===== config.mk =====
export PLATFORM = sky130hd
export DESIGN_NAME = irq_prio_ctrl
export DESIGN_NICKNAME = d
export VERILOG_FILES = /design/src/rtl/irq_prio_pkg.sv /design/src/rtl/irq_req_bank.sv /design/src/rtl/irq_arbiter.sv /design/src/rtl/irq_ctx.sv /design/src/rtl/irq_prio_ctrl.sv
export SDC_FILE = /design/constraint.sdc
export NUM_CORES = 1
export LEC_CHECK = 0
export ABC_AREA = 1
export BUFFER_PORTS_ARGS = -buffer_cell sky130_fd_sc_hd__buf_2
export CAP_MARGIN = 25
export CORE_AREA = 2 2 92 94
export CTS_CLUSTER_SIZE = 8
export DETAILED_ROUTE_END_ITERATION = 10
export DIE_AREA = 0 0 94 96
export PLACE_DENSITY = 0.58
export SYNTH_ARGS = -nofsm -noshare
export SYNTH_HDL_FRONTEND = slang
export SYNTH_SLANG_ARGS = --single-unit

===== constraint.sdc =====
create_clock -name clk -period 5.3 [get_ports clk]
set_input_delay 1.06 -clock clk [delete_from_list [all_inputs] [get_ports clk]]
set_output_delay 1.06 -clock clk [all_outputs]
set_load 0.03 [all_outputs]

===== src/rtl/irq_prio_pkg.sv =====
`timescale 1ns/1ps
package irq_prio_pkg;
   localparam int LVL_W   = 3;
   localparam int LVL_TOP = (1 << LVL_W) - 1;

   typedef logic [LVL_W-1:0] lvl_t;

   // processor context captured at acknowledge
   typedef struct packed {
      logic gie;
      lvl_t lvl;
   } ctx_t;

   localparam lvl_t LVL_OFF = '0;
endpackage


===== src/rtl/irq_req_bank.sv =====
`timescale 1ns/1ps
module irq_req_bank
   import irq_prio_pkg::*;
#(
   parameter int N    = 8,
   parameter int ID_W = (N > 1) ? $clog2(N) : 1
) (
   input  logic             clk,
   input  logic             rst_n,
   input  logic [N-1:0]     evt_i,
   input  logic             sw_wr_i,
   input  logic [ID_W-1:0]  sw_idx_i,
   input  logic             sw_pend_i,
   input  lvl_t             sw_lvl_i,
   input  logic             ack_clr_i,
   input  logic [ID_W-1:0]  ack_idx_i,
   output logic [N-1:0]     pend_o,
   output lvl_t [N-1:0]     lvl_o
);

   if (N < 1) begin : g_bad_n
      $error("irq_req_bank: N must be at least 1");
   end

   for (genvar i = 0; i < N; i++) begin : g_src
      logic pend_r;
      lvl_t lvl_r;
      logic sel_sw;
      logic clr_hit;

      assign sel_sw  = sw_wr_i && (sw_idx_i == ID_W'(i));
      assign clr_hit = (sel_sw && !sw_pend_i) ||
                       (ack_clr_i && (ack_idx_i == ID_W'(i)));

      always_ff @(posedge clk or negedge rst_n) begin
         if (!rst_n) begin
            pend_r <= 1'b0;
         end else if (evt_i[i]) begin
            pend_r <= 1'b1;          // hardware set dominates any clear
         end else if (clr_hit) begin
            pend_r <= 1'b0;
         end
      end

      always_ff @(posedge clk or negedge rst_n) begin
         if (!rst_n) begin
            lvl_r <= LVL_OFF;
         end else if (sel_sw) begin
            lvl_r <= sw_lvl_i;
         end
      end

      assign pend_o[i] = pend_r;
      assign lvl_o[i]  = lvl_r;


      evt_sets_flag_chk: assert property (@(posedge clk) disable iff (!rst_n)
         evt_i[i] |=> pend_r);


      sw_one_ignored_chk: assert property (@(posedge clk) disable iff (!rst_n)
         (sel_sw && sw_pend_i && !evt_i[i] && !pend_r &&
          !(ack_clr_i && ack_idx_i == ID_W'(i))) |=> !pend_r);


      set_beats_clear_chk: assert property (@(posedge clk) disable iff (!rst_n)
         (clr_hit && evt_i[i]) |=> pend_r);
   end

endmodule


===== src/rtl/irq_arbiter.sv =====
`timescale 1ns/1ps
module irq_arbiter
   import irq_prio_pkg::*;
#(
   parameter int N         = 8,
   parameter int ID_W      = (N > 1) ? $clog2(N) : 1,
   parameter bit ARB_SPLIT = 1'b1
) (
   input  logic [N-1:0]    pend_i,
   input  lvl_t [N-1:0]    lvl_i,
   output logic            hit_o,
   output logic [ID_W-1:0] win_id_o,
   output lvl_t            win_lvl_o
);

   if (ARB_SPLIT) begin : g_split
      // stage 1: which levels are present; stage 2: first index at top level
      logic [LVL_TOP:1] seen;
      lvl_t             top;
      logic [ID_W-1:0]  pick;
      logic             found;

      always_comb begin
         seen = '0;
         for (int i = 0; i < N; i++) begin
            if (pend_i[i] && (lvl_i[i] != LVL_OFF)) seen[lvl_i[i]] = 1'b1;
         end
         top = LVL_OFF;
         for (int v = 1; v <= LVL_TOP; v++) begin
            if (seen[v]) top = LVL_W'(v);
         end
      end

      always_comb begin
         pick  = '0;
         found = 1'b0;
         for (int i = 0; i < N; i++) begin
            if (!found && pend_i[i] && (top != LVL_OFF) && (lvl_i[i] == top)) begin
               pick  = ID_W'(i);
               found = 1'b1;
            end
         end
      end

      assign hit_o     = found;
      assign win_id_o  = pick;
      assign win_lvl_o = top;
   end else begin : g_scan
      // single pass: strict compare keeps the lowest index on ties
      lvl_t            best_lvl;
      logic [ID_W-1:0] best_id;

      always_comb begin
         best_lvl = LVL_OFF;
         best_id  = '0;
         for (int i = 0; i < N; i++) begin
            if (pend_i[i] && (lvl_i[i] > best_lvl)) begin
               best_lvl = lvl_i[i];
               best_id  = ID_W'(i);
            end
         end
      end

      assign hit_o     = (best_lvl != LVL_OFF);
      assign win_id_o  = best_id;
      assign win_lvl_o = best_lvl;
   end

endmodule


===== src/rtl/irq_ctx.sv =====
`timescale 1ns/1ps
module irq_ctx
   import irq_prio_pkg::*;
(
   input  logic clk,
   input  logic rst_n,
   input  logic take_i,
   input  lvl_t take_lvl_i,
   input  logic ret_i,
   input  logic gen_wr_i,
   input  logic gen_val_i,
   output logic gie_o,
   output lvl_t cur_o
);

   logic gie_q;
   lvl_t cur_q;
   ctx_t saved_q;

   always_ff @(posedge clk or negedge rst_n) begin
      if (!rst_n) begin
         gie_q   <= 1'b0;
         cur_q   <= LVL_OFF;
         saved_q <= '0;
      end else if (ret_i) begin
         gie_q <= saved_q.gie;
         cur_q <= saved_q.lvl;
      end else if (take_i) begin
         saved_q <= '{gie: gie_q, lvl: cur_q};
         gie_q   <= 1'b0;
         cur_q   <= take_lvl_i;
      end else if (gen_wr_i) begin
         gie_q <= gen_val_i;
      end
   end

   assign gie_o = gie_q;
   assign cur_o = cur_q;


   take_ctx_chk: assert property (@(posedge clk) disable iff (!rst_n)
      (take_i && !ret_i) |=> (!gie_q && cur_q == $past(take_lvl_i)));


   take_save_chk: assert property (@(posedge clk) disable iff (!rst_n)
      (take_i && !ret_i) |=> (saved_q.gie == $past(gie_q) && saved_q.lvl == $past(cur_q)));


   ret_restore_chk: assert property (@(posedge clk) disable iff (!rst_n)
      ret_i |=> (gie_q == $past(saved_q.gie) && cur_q == $past(saved_q.lvl)));

endmodule


===== src/rtl/irq_prio_ctrl.sv =====
`timescale 1ns/1ps
module irq_prio_ctrl
   import irq_prio_pkg::*;
#(
   parameter int N         = 8,
   parameter bit ARB_SPLIT = 1'b1,
   parameter int ID_W      = (N > 1) ? $clog2(N) : 1
) (
   input  logic             clk,
   input  logic             rst_n,
   input  logic [N-1:0]     evt_i,
   input  logic             sw_wr_i,
   input  logic [ID_W-1:0]  sw_idx_i,
   input  logic             sw_pend_i,
   input  logic [LVL_W-1:0] sw_lvl_i,
   input  logic             gen_wr_i,
   input  logic             gen_val_i,
   input  logic             ack_i,
   input  logic             ret_i,
   output logic             irq_o,
   output logic [ID_W-1:0]  irq_id_o,
   output logic [LVL_W-1:0] irq_lvl_o,
   output logic             gie_o,
   output logic [LVL_W-1:0] cur_lvl_o,
   output logic [N-1:0]     pend_o
);

   if (N < 1 || N > 256) begin : g_bad_n
      $error("irq_prio_ctrl: N out of range 1..256");
   end
   if (ID_W < 1 || (1 << ID_W) < N) begin : g_bad_idw
      $error("irq_prio_ctrl: ID_W too narrow for N");
   end

   logic [N-1:0]    pend;
   lvl_t [N-1:0]    lvls;
   logic            hit;
   logic [ID_W-1:0] win_id;
   lvl_t            win_lvl;
   logic            gie;
   lvl_t            cur;
   logic            offer;
   logic            take;

   irq_req_bank #(.N(N), .ID_W(ID_W)) u_bank (
      .clk       (clk),
      .rst_n     (rst_n),
      .evt_i     (evt_i),
      .sw_wr_i   (sw_wr_i),
      .sw_idx_i  (sw_idx_i),
      .sw_pend_i (sw_pend_i),
      .sw_lvl_i  (sw_lvl_i),
      .ack_clr_i (take),
      .ack_idx_i (win_id),
      .pend_o    (pend),
      .lvl_o     (lvls)
   );

   irq_arbiter #(.N(N), .ID_W(ID_W), .ARB_SPLIT(ARB_SPLIT)) u_arb (
      .pend_i    (pend),
      .lvl_i     (lvls),
      .hit_o     (hit),
      .win_id_o  (win_id),
      .win_lvl_o (win_lvl)
   );

   assign offer = hit && gie && (win_lvl > cur);
   assign take  = ack_i && offer && !ret_i;

   irq_ctx u_ctx (
      .clk        (clk),
      .rst_n      (rst_n),
      .take_i     (take),
      .take_lvl_i (win_lvl),
      .ret_i      (ret_i),
      .gen_wr_i   (gen_wr_i),
      .gen_val_i  (gen_val_i),
      .gie_o      (gie),
      .cur_o      (cur)
   );

   assign irq_o     = offer;
   assign irq_id_o  = win_id;
   assign irq_lvl_o = win_lvl;
   assign gie_o     = gie;
   assign cur_lvl_o = cur;
   assign pend_o    = pend;


   offer_ok_chk: assert property (@(posedge clk) disable iff (!rst_n)
      irq_o |-> (gie_o && irq_lvl_o > cur_lvl_o));


   winner_pending_chk: assert property (@(posedge clk) disable iff (!rst_n)
      (irq_lvl_o != LVL_OFF) |-> pend_o[irq_id_o]);


   ack_idle_chk: assert property (@(posedge clk) disable iff (!rst_n)
      (ack_i && !irq_o && !ret_i && !gen_wr_i) |=> (gie_o == $past(gie_o) && cur_lvl_o == $past(cur_lvl_o)));

endmodule


==> run summary <==
The final clock period utilization by the worst path is between 80% and 90%. The via count came out at around 3.1k. The number of placed I/O pins came out at between 40 and 50. For this run, asynchronously set or reset flops after synthesis account for 100%.

For the finished layout, the period the worst path requires is around 4.2 ns. The wire-length estimate of the detail-placed layout is around 7.6 mm. Counting flops and latches in the post-synthesis netlist gives 40. Dividing total power by cell area gives a power density of around 490 nW/µm². The via count of the first global-routing pass is about 2.9k. The first global-routing pass estimated between 15 and 20 mm of wire. The count of synthesis-stage warnings from yosys came out at 0. The worst setup path is launched from a register. The detailed-route wire length came out at roughly 9.5 mm. The number of buffer cells added on primary ports came out at 40. Across the run, the number of max-cap violations was 0. STA classifies the critical path endpoint as an output pin. The number of instances resized during post-cts repair came out at 0.

Setup repair after global routing left no endpoint under its margin. The mapped cell area came out at between 3000 and 4000 µm². The routed wirelength normalized by instance count came out at about 16 µm. In the final layout, the share of cells above drive strength 1 is a little under a quarter. The clock transition at the registers of the reported paths is approximately 0.090 ns.

The synthesized net count is approximately 500. The remaining antenna violation count after routing is 0. The number of iterations in the first detailed-routing pass came out at 5.

Leaving out fill and tap cells, the most frequent cell in the layout is sky130_fd_sc_hd__nand2_1. Clock tree synthesis inserted a total of 5 buffers. The DRC violations left is 0.

The post-placement cell area came out at ~3400 µm². The maximum number of pins on one net before global-route repair came out at 41. The maximum clock insertion buffer count is 2. Summing the sequential cell areas from Yosys gives a little under a third of the chip area. The later pin in the worst-skew pair is clocked with a latency of roughly 0.3 ns. Once layout is complete, the utilization of the core stands at between 40% and 50%.

The final count of hold timing violations is 0. The count of flip-flops with a built-in enable after synthesis came out at 0. The count of distinct cell types in the synthesized netlist came out at 37.

The synthesis-to-layout area growth came out at 8.65%. The final design area excluding fillers came out at around 3500 µm². Setup violations remaining at the end of the flow were counted as 0.

Hold repair after CTS inserted 0 buffers. The sum of overflow across all layers after global routing is 0. The post-CTS setup repair buffer count is 0. After routing, the total negative slack on setup checks comes to 0 ns. The highest ir drop seen on vdd is ~0.13 mV.

TritonCTS built the clock tree. The via count normalized by instance count came out at 5.11. The slew at the pin closest to its max-slew limit came out at between 0.4 and 0.5 ns. The total clock sinks is 40. The library cells used most frequently in the layout, excluding fill and tap cells, are sky130_fd_sc_hd__nand2_1, sky130_fd_sc_hd__inv_1, sky130_fd_sc_hd__nor2_1.

The region available for standard cell placement spans between 8000 and 9000 µm². The worst min-delay path category is reg2reg. The number of cells produced by synthesis came out at 474. The worst-case headroom to the max-slew limit came out at 68.9%. The number of antenna diodes came out at 0. The critical path in this run is classified as reg2out. The H-tree was split into 2 levels.

In this run, the number of DRC markers left after iteration 0 of detailed routing was about 280. The tightest hold path in the finished design has a slack of roughly 0.45 ns. The final count of pins violating max slew came out at 0. The synthesized area divided by synthesized cell count is approximately 7 µm².

The routability congestion estimate came out at just over 0.9. For this configuration, the core starts out at a cell density of 40.3%. The run finished with clean final reports. The data arrival time of the critical path is between 3 and 4 ns.

The tree is rooted in a sky130_fd_sc_hd__clkbuf_8. The achievable clock frequency is between 200 and 250 MHz. The area of the die is 9020 µm². The aggregate global-route resource usage is about 22%. The count of nets after finishing came out at about 530. In the synthesized netlist the dominant register cell turns out to be sky130_fd_sc_hd__dfrtp_1. The die extent in y is 96 µm. The die extent in x is ~94 µm.

The setup skew after layout came out at roughly 0.009 ns. The number of placement rows came out at 33. For this design the static power due to leakage is roughly 1.8 nW. The top fanout value on the critical path came out at 11. The required time of the worst setup path came out at ~4.2 ns. The initial antenna violation count is 0.
[cells in the mapped netlist, types with 4 or more instances]
library cell               count  share of area (%)
sky130_fd_sc_hd__a21oi_1       5               0.77
sky130_fd_sc_hd__buf_2         5               0.77
sky130_fd_sc_hd__buf_4        13                3.0
sky130_fd_sc_hd__dfrtp_1      40                 31
sky130_fd_sc_hd__inv_1        48                5.6
sky130_fd_sc_hd__inv_2        18                2.1
sky130_fd_sc_hd__nand2_1     126                 15
sky130_fd_sc_hd__nand2_2      16                3.1
sky130_fd_sc_hd__nand2_4       6                2.1
sky130_fd_sc_hd__nand3_1      37                5.7
sky130_fd_sc_hd__nand3_2       5                1.5
sky130_fd_sc_hd__nand4_1      18                3.5
sky130_fd_sc_hd__nor2_1       41                4.7
sky130_fd_sc_hd__nor2_2       11                2.1
sky130_fd_sc_hd__nor2_4        8                2.8
sky130_fd_sc_hd__nor3_1        4               0.62
sky130_fd_sc_hd__o21ai_0      35                5.4
sky130_fd_sc_hd__o21bai_1      6                1.4
sky130_fd_sc_hd__xor2_1        5                1.4
[critical path, cell delays in order (launching register included)]
cell and delay (ns):
sky130_fd_sc_hd__dfrtp_1 0.48, sky130_fd_sc_hd__nand2_1 0.11, sky130_fd_sc_hd__inv_2 0.06, sky130_fd_sc_hd__nand2_1 0.06, sky130_fd_sc_hd__o211ai_1 0.12, sky130_fd_sc_hd__nor2_1 0.17
sky130_fd_sc_hd__nand2_2 0.13, sky130_fd_sc_hd__nor2_8 0.17, sky130_fd_sc_hd__nand2_4 0.13, sky130_fd_sc_hd__nor2_4 0.10, sky130_fd_sc_hd__nand3_2 0.26, sky130_fd_sc_hd__nand2_1 0.20
sky130_fd_sc_hd__nor2_4 0.07, sky130_fd_sc_hd__nor2_2 0.11, sky130_fd_sc_hd__nand2_2 0.07, sky130_fd_sc_hd__nor2_4 0.11, sky130_fd_sc_hd__nand4_2 0.15, sky130_fd_sc_hd__inv_1 0.10
sky130_fd_sc_hd__nor2_2 0.05, sky130_fd_sc_hd__nand2_1 0.04, sky130_fd_sc_hd__buf_2 0.19
[worst paths after layout]
| check | startpoint | end | slack, ns | cells after the start |
|---|---|---|---|---|
| worst min register to register | u_ctx.saved_q[3]$_DFFE_PN0P_ | u_ctx.saved_q[3]$_DFFE_PN0P_ | 0.45 | 2 |
| worst min-delay path | u_ctx.saved_q[3]$_DFFE_PN0P_ | u_ctx.saved_q[3]$_DFFE_PN0P_ | 0.45 | 2 |
| worst max register to register | u_bank.g_src[3].lvl_r[0]$_DFFE_PN0P_ | u_bank.g_src[2].pend_r$_DFFE_PN0P_ | 1.81 | 21 |
| worst max-delay path | u_bank.g_src[0].lvl_r[0]$_DFFE_PN0P_ | irq_id_o[2] | 1.05 | 20 |
| max in group asynchronous | rst_n | u_bank.g_src[0].lvl_r[1]$_DFFE_PN0P_ | 4.13 | 2 |
| min in group asynchronous | rst_n | u_ctx.saved_q[3]$_DFFE_PN0P_ | 0.68 | 1 |
[power by group]
part           switching, W  leakage, nW  internal (W)
Sequential        0.0000902        0.469      0.000366
Combinational      0.000727         1.33      0.000342
Clock              0.000118       0.0424     0.0000944
Total              0.000936         1.84      0.000802
[through the flow]
step	setup slack [ns]	cells	power [W]
floorplan	1.90	474	0.00131
global placement	1.45	598	0.00152
detailed placement	1.41	598	0.00152
CTS	1.07	606	0.00174
global route	0.810	607	0.00189
finish	1.05	607	0.00174
[cell type report]
type / count / area [µm²]
fillers: 861 / 4530
multi-input cells: 347 / 1840
flip-flops and latches: 40 / 1000
inverters: 66 / 248
repair buffers: 41 / 220
well taps: 105 / 131
clock buffers: 7 / 76.3
clock inverters: 1 / 8.76
[cells by family after synthesis]
kind of cell	share of synthesized area (%)
compound gates	10.3
xor+xnor	1.35
fa+ha+maj	1.16
buf+inv	12.5
flops	30.9
mux	0.309
simple gates	43.5
[registers in the layout, indices dropped and copies added (netlist names)]
register,count
u_ctx.saved_q,4
u_bank.g_src.pend_r,8
u_ctx.cur_o,3
u_ctx.gie_o,1
u_bank.g_src.lvl_r,24
[metal layers]
| metal | wire [µm] | vias up | track usage (%) |
|---|---|---|---|
| met3 | 355 | 11 | 2.58 |
| met4 | 185 | 0 | 7.97 |
| met5 | 0 | - | 0 |
| met1 | 4700 | 1437 | 31.7 |
| met2 | 4250 | 85 | 34.7 |
| li1 | - | 1567 | - |
No activity file was read; power rests on OpenSTA's default activity.
